==> src/rtl/tsi_pkg.sv <==
package tsi_pkg;

    localparam int DATA_W     = 64;
    localparam int SOFT_W     = 17;
    localparam int SMATCH_BIT = 16;
    localparam int PIL_W      = 4;
    localparam int PST_W      = 12;
    localparam int PST_IE_BIT = 1;
    localparam int NUM_Q      = 4;
    localparam int QREG_N     = 2 * NUM_Q;
    localparam int QIDX_W     = $clog2(QREG_N);
    localparam int ADDR_W     = 5;
    localparam int DIS_BIT    = DATA_W - 1;

    typedef enum logic [ADDR_W-1:0] {
        SEL_SOFT  = 5'd0,
        SEL_SET   = 5'd1,
        SEL_CLR   = 5'd2,
        SEL_TICK  = 5'd3,
        SEL_SCMP  = 5'd4,
        SEL_HCMP  = 5'd5,
        SEL_HPEND = 5'd6,
        SEL_PIL   = 5'd7,
        SEL_PST   = 5'd8,
        SEL_VER   = 5'd9,
        SEL_QBASE = 5'd16
    } reg_sel_e;

    typedef struct packed {
        logic              en;
        logic [ADDR_W-1:0] sel;
        logic [DATA_W-1:0] data;
    } wr_req_t;

    // compare register value that keeps the match silent
    localparam logic [DATA_W-1:0] CMP_RESET = {1'b1, {(DATA_W-1){1'b0}}};

    function automatic logic is_queue_sel(input logic [ADDR_W-1:0] sel);
        return (sel >= SEL_QBASE) && (sel < ADDR_W'(int'(SEL_QBASE) + QREG_N));
    endfunction

    function automatic logic [QIDX_W-1:0] queue_idx(input logic [ADDR_W-1:0] sel);
        logic [ADDR_W-1:0] off;
        off = sel - SEL_QBASE;
        return off[QIDX_W-1:0];
    endfunction

endpackage

==> src/rtl/tsi_tick_counter.sv <==
module tsi_tick_counter #(
    parameter int TICK_W = 63
) (
    input  logic              clk,
    input  logic              rst,
    output logic [TICK_W-1:0] tick_o
);
    logic [TICK_W-1:0] cnt_q;

    always_ff @(posedge clk) begin
        if (rst) cnt_q <= '0;
        else     cnt_q <= cnt_q + 1'b1;
    end

    assign tick_o = cnt_q;
endmodule

==> src/rtl/tsi_cmp_unit.sv <==
module tsi_cmp_unit
    import tsi_pkg::*;
#(
    parameter int TICK_W = 63
) (
    input  logic              clk,
    input  logic              rst,
    input  logic              wr_hit,
    input  logic [DATA_W-1:0] wr_data,
    input  logic [TICK_W-1:0] tick,
    output logic [DATA_W-1:0] cmp_o,
    output logic              match_o
);
    logic [DATA_W-1:0] cmp_q;

    always_ff @(posedge clk) begin
        if (rst)         cmp_q <= CMP_RESET;
        else if (wr_hit) cmp_q <= wr_data;
    end

    // equality only: a target already passed waits for the wrap
    assign match_o = !cmp_q[DIS_BIT] && (cmp_q[TICK_W-1:0] == tick);
    assign cmp_o   = cmp_q;
endmodule

==> src/rtl/tsi_irq_ctrl.sv <==
module tsi_irq_ctrl
    import tsi_pkg::*;
(
    input  logic                           clk,
    input  logic                           rst,
    input  wr_req_t                        req,
    input  logic                           smatch,
    input  logic                           hmatch,
    output logic [SOFT_W-1:0]              softint_o,
    output logic                           hpend_o,
    output logic [PIL_W-1:0]               pil_o,
    output logic [PST_W-1:0]               pst_o,
    output logic [QREG_N-1:0][DATA_W-1:0]  q_o,
    output logic                           recheck_o,
    output logic                           illegal_o
);
    logic [SOFT_W-1:0] soft_q, soft_base, soft_d;
    logic              hpend_q, hpend_d;
    logic [PIL_W-1:0]  pil_q;
    logic [PST_W-1:0]  pst_q;
    logic              recheck_q, illegal_q;
    logic              set_hit, pil_drop, ie_rise, q_hit, ver_hit;
    logic [QREG_N-1:0] q_wr;

    always_comb begin
        soft_base = soft_q;
        if (req.en) begin
            case (req.sel)
                SEL_SOFT: soft_base = req.data[SOFT_W-1:0];
                SEL_SET:  soft_base = soft_q | req.data[SOFT_W-1:0];
                SEL_CLR:  soft_base = soft_q & ~req.data[SOFT_W-1:0];
                default:  soft_base = soft_q;
            endcase
        end
        soft_d = soft_base;
        if (smatch) soft_d[SMATCH_BIT] = 1'b1;
    end

    always_comb begin
        hpend_d = hpend_q;
        if (req.en && req.sel == SEL_HPEND) hpend_d = req.data[0];
        if (hmatch) hpend_d = 1'b1;
    end

    assign set_hit  = req.en && (req.sel == SEL_SET);
    assign pil_drop = req.en && (req.sel == SEL_PIL) && (req.data[PIL_W-1:0] < pil_q);
    assign ie_rise  = req.en && (req.sel == SEL_PST) && req.data[PST_IE_BIT] && !pst_q[PST_IE_BIT];
    assign q_hit    = req.en && is_queue_sel(req.sel);
    assign ver_hit  = req.en && (req.sel == SEL_VER);

    always_ff @(posedge clk) begin
        if (rst) begin
            soft_q    <= '0;
            hpend_q   <= 1'b0;
            pil_q     <= '0;
            pst_q     <= '0;
            recheck_q <= 1'b0;
            illegal_q <= 1'b0;
        end else begin
            soft_q    <= soft_d;
            hpend_q   <= hpend_d;
            if (req.en && req.sel == SEL_PIL) pil_q <= req.data[PIL_W-1:0];
            if (req.en && req.sel == SEL_PST) pst_q <= req.data[PST_W-1:0];
            recheck_q <= set_hit | pil_drop | ie_rise | q_hit | smatch | hmatch;
            illegal_q <= ver_hit;
        end
    end

    for (genvar i = 0; i < QREG_N; i++) begin : g_queue
        logic [DATA_W-1:0] qreg_q;
        assign q_wr[i] = q_hit && (queue_idx(req.sel) == QIDX_W'(i));
        always_ff @(posedge clk) begin
            if (rst)          qreg_q <= '0;
            else if (q_wr[i]) qreg_q <= req.data;
        end
        assign q_o[i] = qreg_q;
    end

    assign softint_o = soft_q;
    assign hpend_o   = hpend_q;
    assign pil_o     = pil_q;
    assign pst_o     = pst_q;
    assign recheck_o = recheck_q;
    assign illegal_o = illegal_q;
endmodule

==> src/rtl/tick_softint_unit.sv <==
module tick_softint_unit
    import tsi_pkg::*;
#(
    parameter int                TICK_W      = 63,
    parameter logic [DATA_W-1:0] VERSION_VAL = 64'h0000_0017_0002_0001
) (
    input  logic                 clk,
    input  logic                 rst,
    input  logic                 wr_en,
    input  logic [ADDR_W-1:0]    wr_sel,
    input  logic [DATA_W-1:0]    wr_data,
    input  logic [ADDR_W-1:0]    rd_sel,
    output logic [DATA_W-1:0]    rd_data,
    output logic [SOFT_W-1:0]    softint_o,
    output logic                 hpend_o,
    output logic                 recheck_o,
    output logic                 illegal_o
);
    wr_req_t                       req;
    logic [TICK_W-1:0]             tick_w;
    logic [DATA_W-1:0]             scmp_w, hcmp_w;
    logic                          smatch_w, hmatch_w;
    logic [PIL_W-1:0]              pil_w;
    logic [PST_W-1:0]              pst_w;
    logic [QREG_N-1:0][DATA_W-1:0] q_w;

    assign req = '{en: wr_en, sel: wr_sel, data: wr_data};

    tsi_tick_counter #(.TICK_W(TICK_W)) u_tick (
        .clk(clk), .rst(rst), .tick_o(tick_w)
    );

    tsi_cmp_unit #(.TICK_W(TICK_W)) u_scmp (
        .clk(clk), .rst(rst),
        .wr_hit(wr_en && wr_sel == SEL_SCMP), .wr_data(wr_data),
        .tick(tick_w), .cmp_o(scmp_w), .match_o(smatch_w)
    );

    tsi_cmp_unit #(.TICK_W(TICK_W)) u_hcmp (
        .clk(clk), .rst(rst),
        .wr_hit(wr_en && wr_sel == SEL_HCMP), .wr_data(wr_data),
        .tick(tick_w), .cmp_o(hcmp_w), .match_o(hmatch_w)
    );

    tsi_irq_ctrl u_ctrl (
        .clk(clk), .rst(rst), .req(req),
        .smatch(smatch_w), .hmatch(hmatch_w),
        .softint_o(softint_o), .hpend_o(hpend_o),
        .pil_o(pil_w), .pst_o(pst_w), .q_o(q_w),
        .recheck_o(recheck_o), .illegal_o(illegal_o)
    );

    always_comb begin
        rd_data = '0;
        case (rd_sel)
            SEL_SOFT, SEL_SET, SEL_CLR: rd_data = DATA_W'(softint_o);
            SEL_TICK:  rd_data = DATA_W'(tick_w);
            SEL_SCMP:  rd_data = scmp_w;
            SEL_HCMP:  rd_data = hcmp_w;
            SEL_HPEND: rd_data = DATA_W'(hpend_o);
            SEL_PIL:   rd_data = DATA_W'(pil_w);
            SEL_PST:   rd_data = DATA_W'(pst_w);
            SEL_VER:   rd_data = VERSION_VAL;
            default:   if (is_queue_sel(rd_sel)) rd_data = q_w[queue_idx(rd_sel)];
        endcase
    end
endmodule

==> config.mk <==
export PLATFORM = sky130hd
export DESIGN_NAME = tick_softint_unit
export DESIGN_NICKNAME = d
export VERILOG_FILES = /design/src/rtl/tsi_pkg.sv /design/src/rtl/tsi_tick_counter.sv /design/src/rtl/tsi_cmp_unit.sv /design/src/rtl/tsi_irq_ctrl.sv /design/src/rtl/tick_softint_unit.sv
export SDC_FILE = /design/constraint.sdc
export NUM_CORES = 2
export LEC_CHECK = 0
export BUFFER_PORTS_ARGS = -buffer_cell sky130_fd_sc_hd__buf_2
export CAP_MARGIN = 20
export CORE_MARGIN = 3
export CORE_UTILIZATION = 35
export CTS_BUF_LIST = sky130_fd_sc_hd__clkbuf_2
export DETAILED_ROUTE_END_ITERATION = 10
export HOLD_SLACK_MARGIN = 0.15
export SLEW_MARGIN = 20
export SYNTH_ARGS = -nofsm -noshare
export SYNTH_HDL_FRONTEND = slang
export SYNTH_SLANG_ARGS = --single-unit
==> constraint.sdc <==
create_clock -name clk -period 6.4 [get_ports clk]
set_input_delay 1.92 -clock clk [delete_from_list [all_inputs] [get_ports clk]]
set_output_delay 1.92 -clock clk [all_outputs]
set_load 0.05 [all_outputs]
==> impl_metrics.ini <==
[global_routing]
grt_start_max_net_pins = 195
grt_pass1_wl_um = 183900
gr-usage-all-layers = 0.2460
overflow = 0
first_global_vias = 28223
antenna_found_initial = 18

[clocking]
cts_tree = built
cts_resized = 0
cts_root_buffer = clkbuf_2
clk_latency_ns = 1.51
cts_setup_buffers = 0
ctsHtreeMaxLevel = 4
cts_buffers = 186
cts_num_sinks = 739
postCtsHoldBufs = 0
clock_path_buffers = 3
path_clk_slew_ns = 0.09

[synth]
postSynthAreaPerCell_um2 = 8.233
yosys.cell_count.top_type = nand2_1
yosys.area.top_type = dfxtp_1
synth_top_cell_area_share = 0.4480
synth_edf_count = 0
ys.flop_type = dfxtp_1
yosys-top-cells-area = dfxtp_1 (45%), nand2_1 (15%), a21oi_1 (9.8%)
synth_warnings = 0
synth.distinct_cells = 61
ys_ff_latch = 739
synth_nets = 4092
netlist_instances = 4011
synth-async-reset-ratio = 0
syn-cell-area_um2 = 33020
synthTopCellsByCount = nand2_1 (1,325), dfxtp_1 (739), a21oi_1 (649), clkbuf_1 (347), mux4_2 (128)
yosysSeqAreaShare = 0.4480

[drt]
firstDrtPassIters = 8
vias = 30275
drc = 0
viasPerCell = 5.583
finalWirelength_um = 124600
drtIter0Drc = 3712
wl_per_cell_um = 22.98
ant_nets = 0

[floorplan]
dieArea_um2 = 98080
die_width_um = 313.2
start_util = 0.3533
num_rows = 112
core-area_um2 = 93470
die_h_um = 313.2
io_pins = 161

[pwr]
leakagePower_nw = 13.05
powerDensity_nw_per_um2 = 228.1
ir_drop_mv = 0.1397
switchingPower_mw = 2.395
clkPwrFrac = 0.389
seqPwrFrac = 0.549
p_int_mw = 6.085
switching_share = 0.2824
power_frac_comb = 0.062

[min_path]
hold_path_class = flop to flop

[layout]
nFillCells = 9487
multiInputGateArea_um2 = 16750
seqCellArea_um2 = 14790
final_core_util = 0.3978
final_nets = 4126
syn_to_final_growth_pct = 12.59
final_layout_size_suffix_gt1_frac = 0.1664

[sta]
final_hold_viol_count = 0
fmax_ghz = 0.1670
min_period_over_period = 0.9357
setup_viol = 0
final.min_clock_period_ns = 5.989
clock_skew_ns = 0.1176
rsz0062_at_grt = no
finalSetupTns_ns = 0
timing.hold.ws_ns = 0.4536
slew_violations = 0
worst_pin_slew_ns = 1.054
fin_ws_ns = 0.4114
relSlewSlack = 0.2973

[placed_design]
hpwl_um = 77450
routabilityCongestion = 0.9616
io_buffers = 160
dp_worst_setup_slack_ns = 0.4181

[setup_path]
cp-end-kind = primary output
path_max_fanout = 36
start_kind = input port
required_ns = 4.48
arrival_ns = 4.07
critPathKind = input port to primary output

[run]
drv_cap = 0

[run_status]
status = completed
[kinds of logic after synthesis]
group | count (synthesis) | share of synthesized area
AND/OR/NAND/NOR | 1621 | 0.1998
AO/OA/AOI/OAI | 871 | 0.1476
multiplexers | 205 | 0.1107
XOR/XNOR | 157 | 0.04164
flip-flops | 739 | 0.4480
adder cells (fa/ha/maj) | 4 | 0.001516
buffers and inverters | 414 | 0.05081
[path summary, 6_finish.rpt]
| kind | endpoint | slack, ns | start | cells after the start |
|---|---|---|---|---|
| setup / recovery | rd_data[47] | 0.41 | rd_sel[3] | 9 |
| hold / removal | u_ctrl.g_queue[2].qreg_q[23] | 0.45 | u_ctrl.g_queue[2].qreg_q[23] | 2 |
| setup reg to reg | u_tick.tick_o[30] | 3.48 | u_tick.tick_o[9] | 6 |
| hold reg to reg | u_ctrl.g_queue[2].qreg_q[23] | 0.45 | u_ctrl.g_queue[2].qreg_q[23] | 2 |
[critical path, stage by stage]
cell and delay [ns]:
buf_2 0.17, nor2_1 0.07, nand2_1 0.17, nor3_2 0.09, buf_12 0.21, buf_12 0.18
a222oi_1 0.67, o21ai_0 0.32, buf_12 0.23
[metal layers]
metal  GRT usage  up-vias  routed length, µm
met3     0.06618      288              11880
met5           0        -                125
met2      0.3803     1491              56370
met4     0.09915       18               4720
li1            -    13784                  -
met1      0.3260    14694              51500
[registers in the layout, summed over array words and instances (netlist names)]
register and cells:
u_ctrl.hpend_o 1, u_ctrl.pst_o 12, u_ctrl.g_queue.qreg_q 512, u_tick.tick_o 63, u_scmp.cmp_o 64, u_ctrl.illegal_o 1, u_hcmp.cmp_o 64, u_ctrl.pil_o 4
u_ctrl.recheck_o 1, u_ctrl.softint_o 17
[final cells by class]
class / count / share of cell area
multi-input cells: 2858 / 0.4505
clock buffers: 263 / 0.03540
well taps: 1254 / 0.04220
inverters: 25 / 0.002524
repair buffers: 235 / 0.06188
flip-flops and latches: 739 / 0.3979
clock inverters: 38 / 0.008850
diodes: 11 / 0.0007403
[through the flow]
step,instance area (µm²),cells,power [mW]
4_1_cts,37150,5412,8.540
6_report,37180,5423,8.480
5_1_grt,37170,5419,8.822
3_3_place_gp,35500,5111,5.276
3_5_place_dp,35500,5111,5.280
2_1_floorplan,33020,4011,5.077
[power by group through the flow]
stage,sequential [mW],clock [mW],combinational (mW)
finish,4.66,3.30,0.525
global route,4.66,3.61,0.554
CTS,4.66,3.37,0.519
detailed placement,4.76,0,0.518
global placement,4.76,0,0.514
floorplan,4.76,0,0.321
[cells in the final DEF (no fill, tap or decap), types with 50 or more instances in the layout]
| master | n |
|---|---|
| a21oi_1 | 649 |
| a222oi_1 | 50 |
| buf_12 | 64 |
| buf_2 | 113 |
| buf_4 | 55 |
| clkbuf_2 | 263 |
| dfxtp_1 | 739 |
| mux2i_1 | 76 |
| mux4_2 | 128 |
| nand2_1 | 1317 |
| nor2_1 | 107 |
| o21ai_0 | 79 |
| xor2_1 | 113 |
Note: power is estimated with default switching activity, not from simulation.
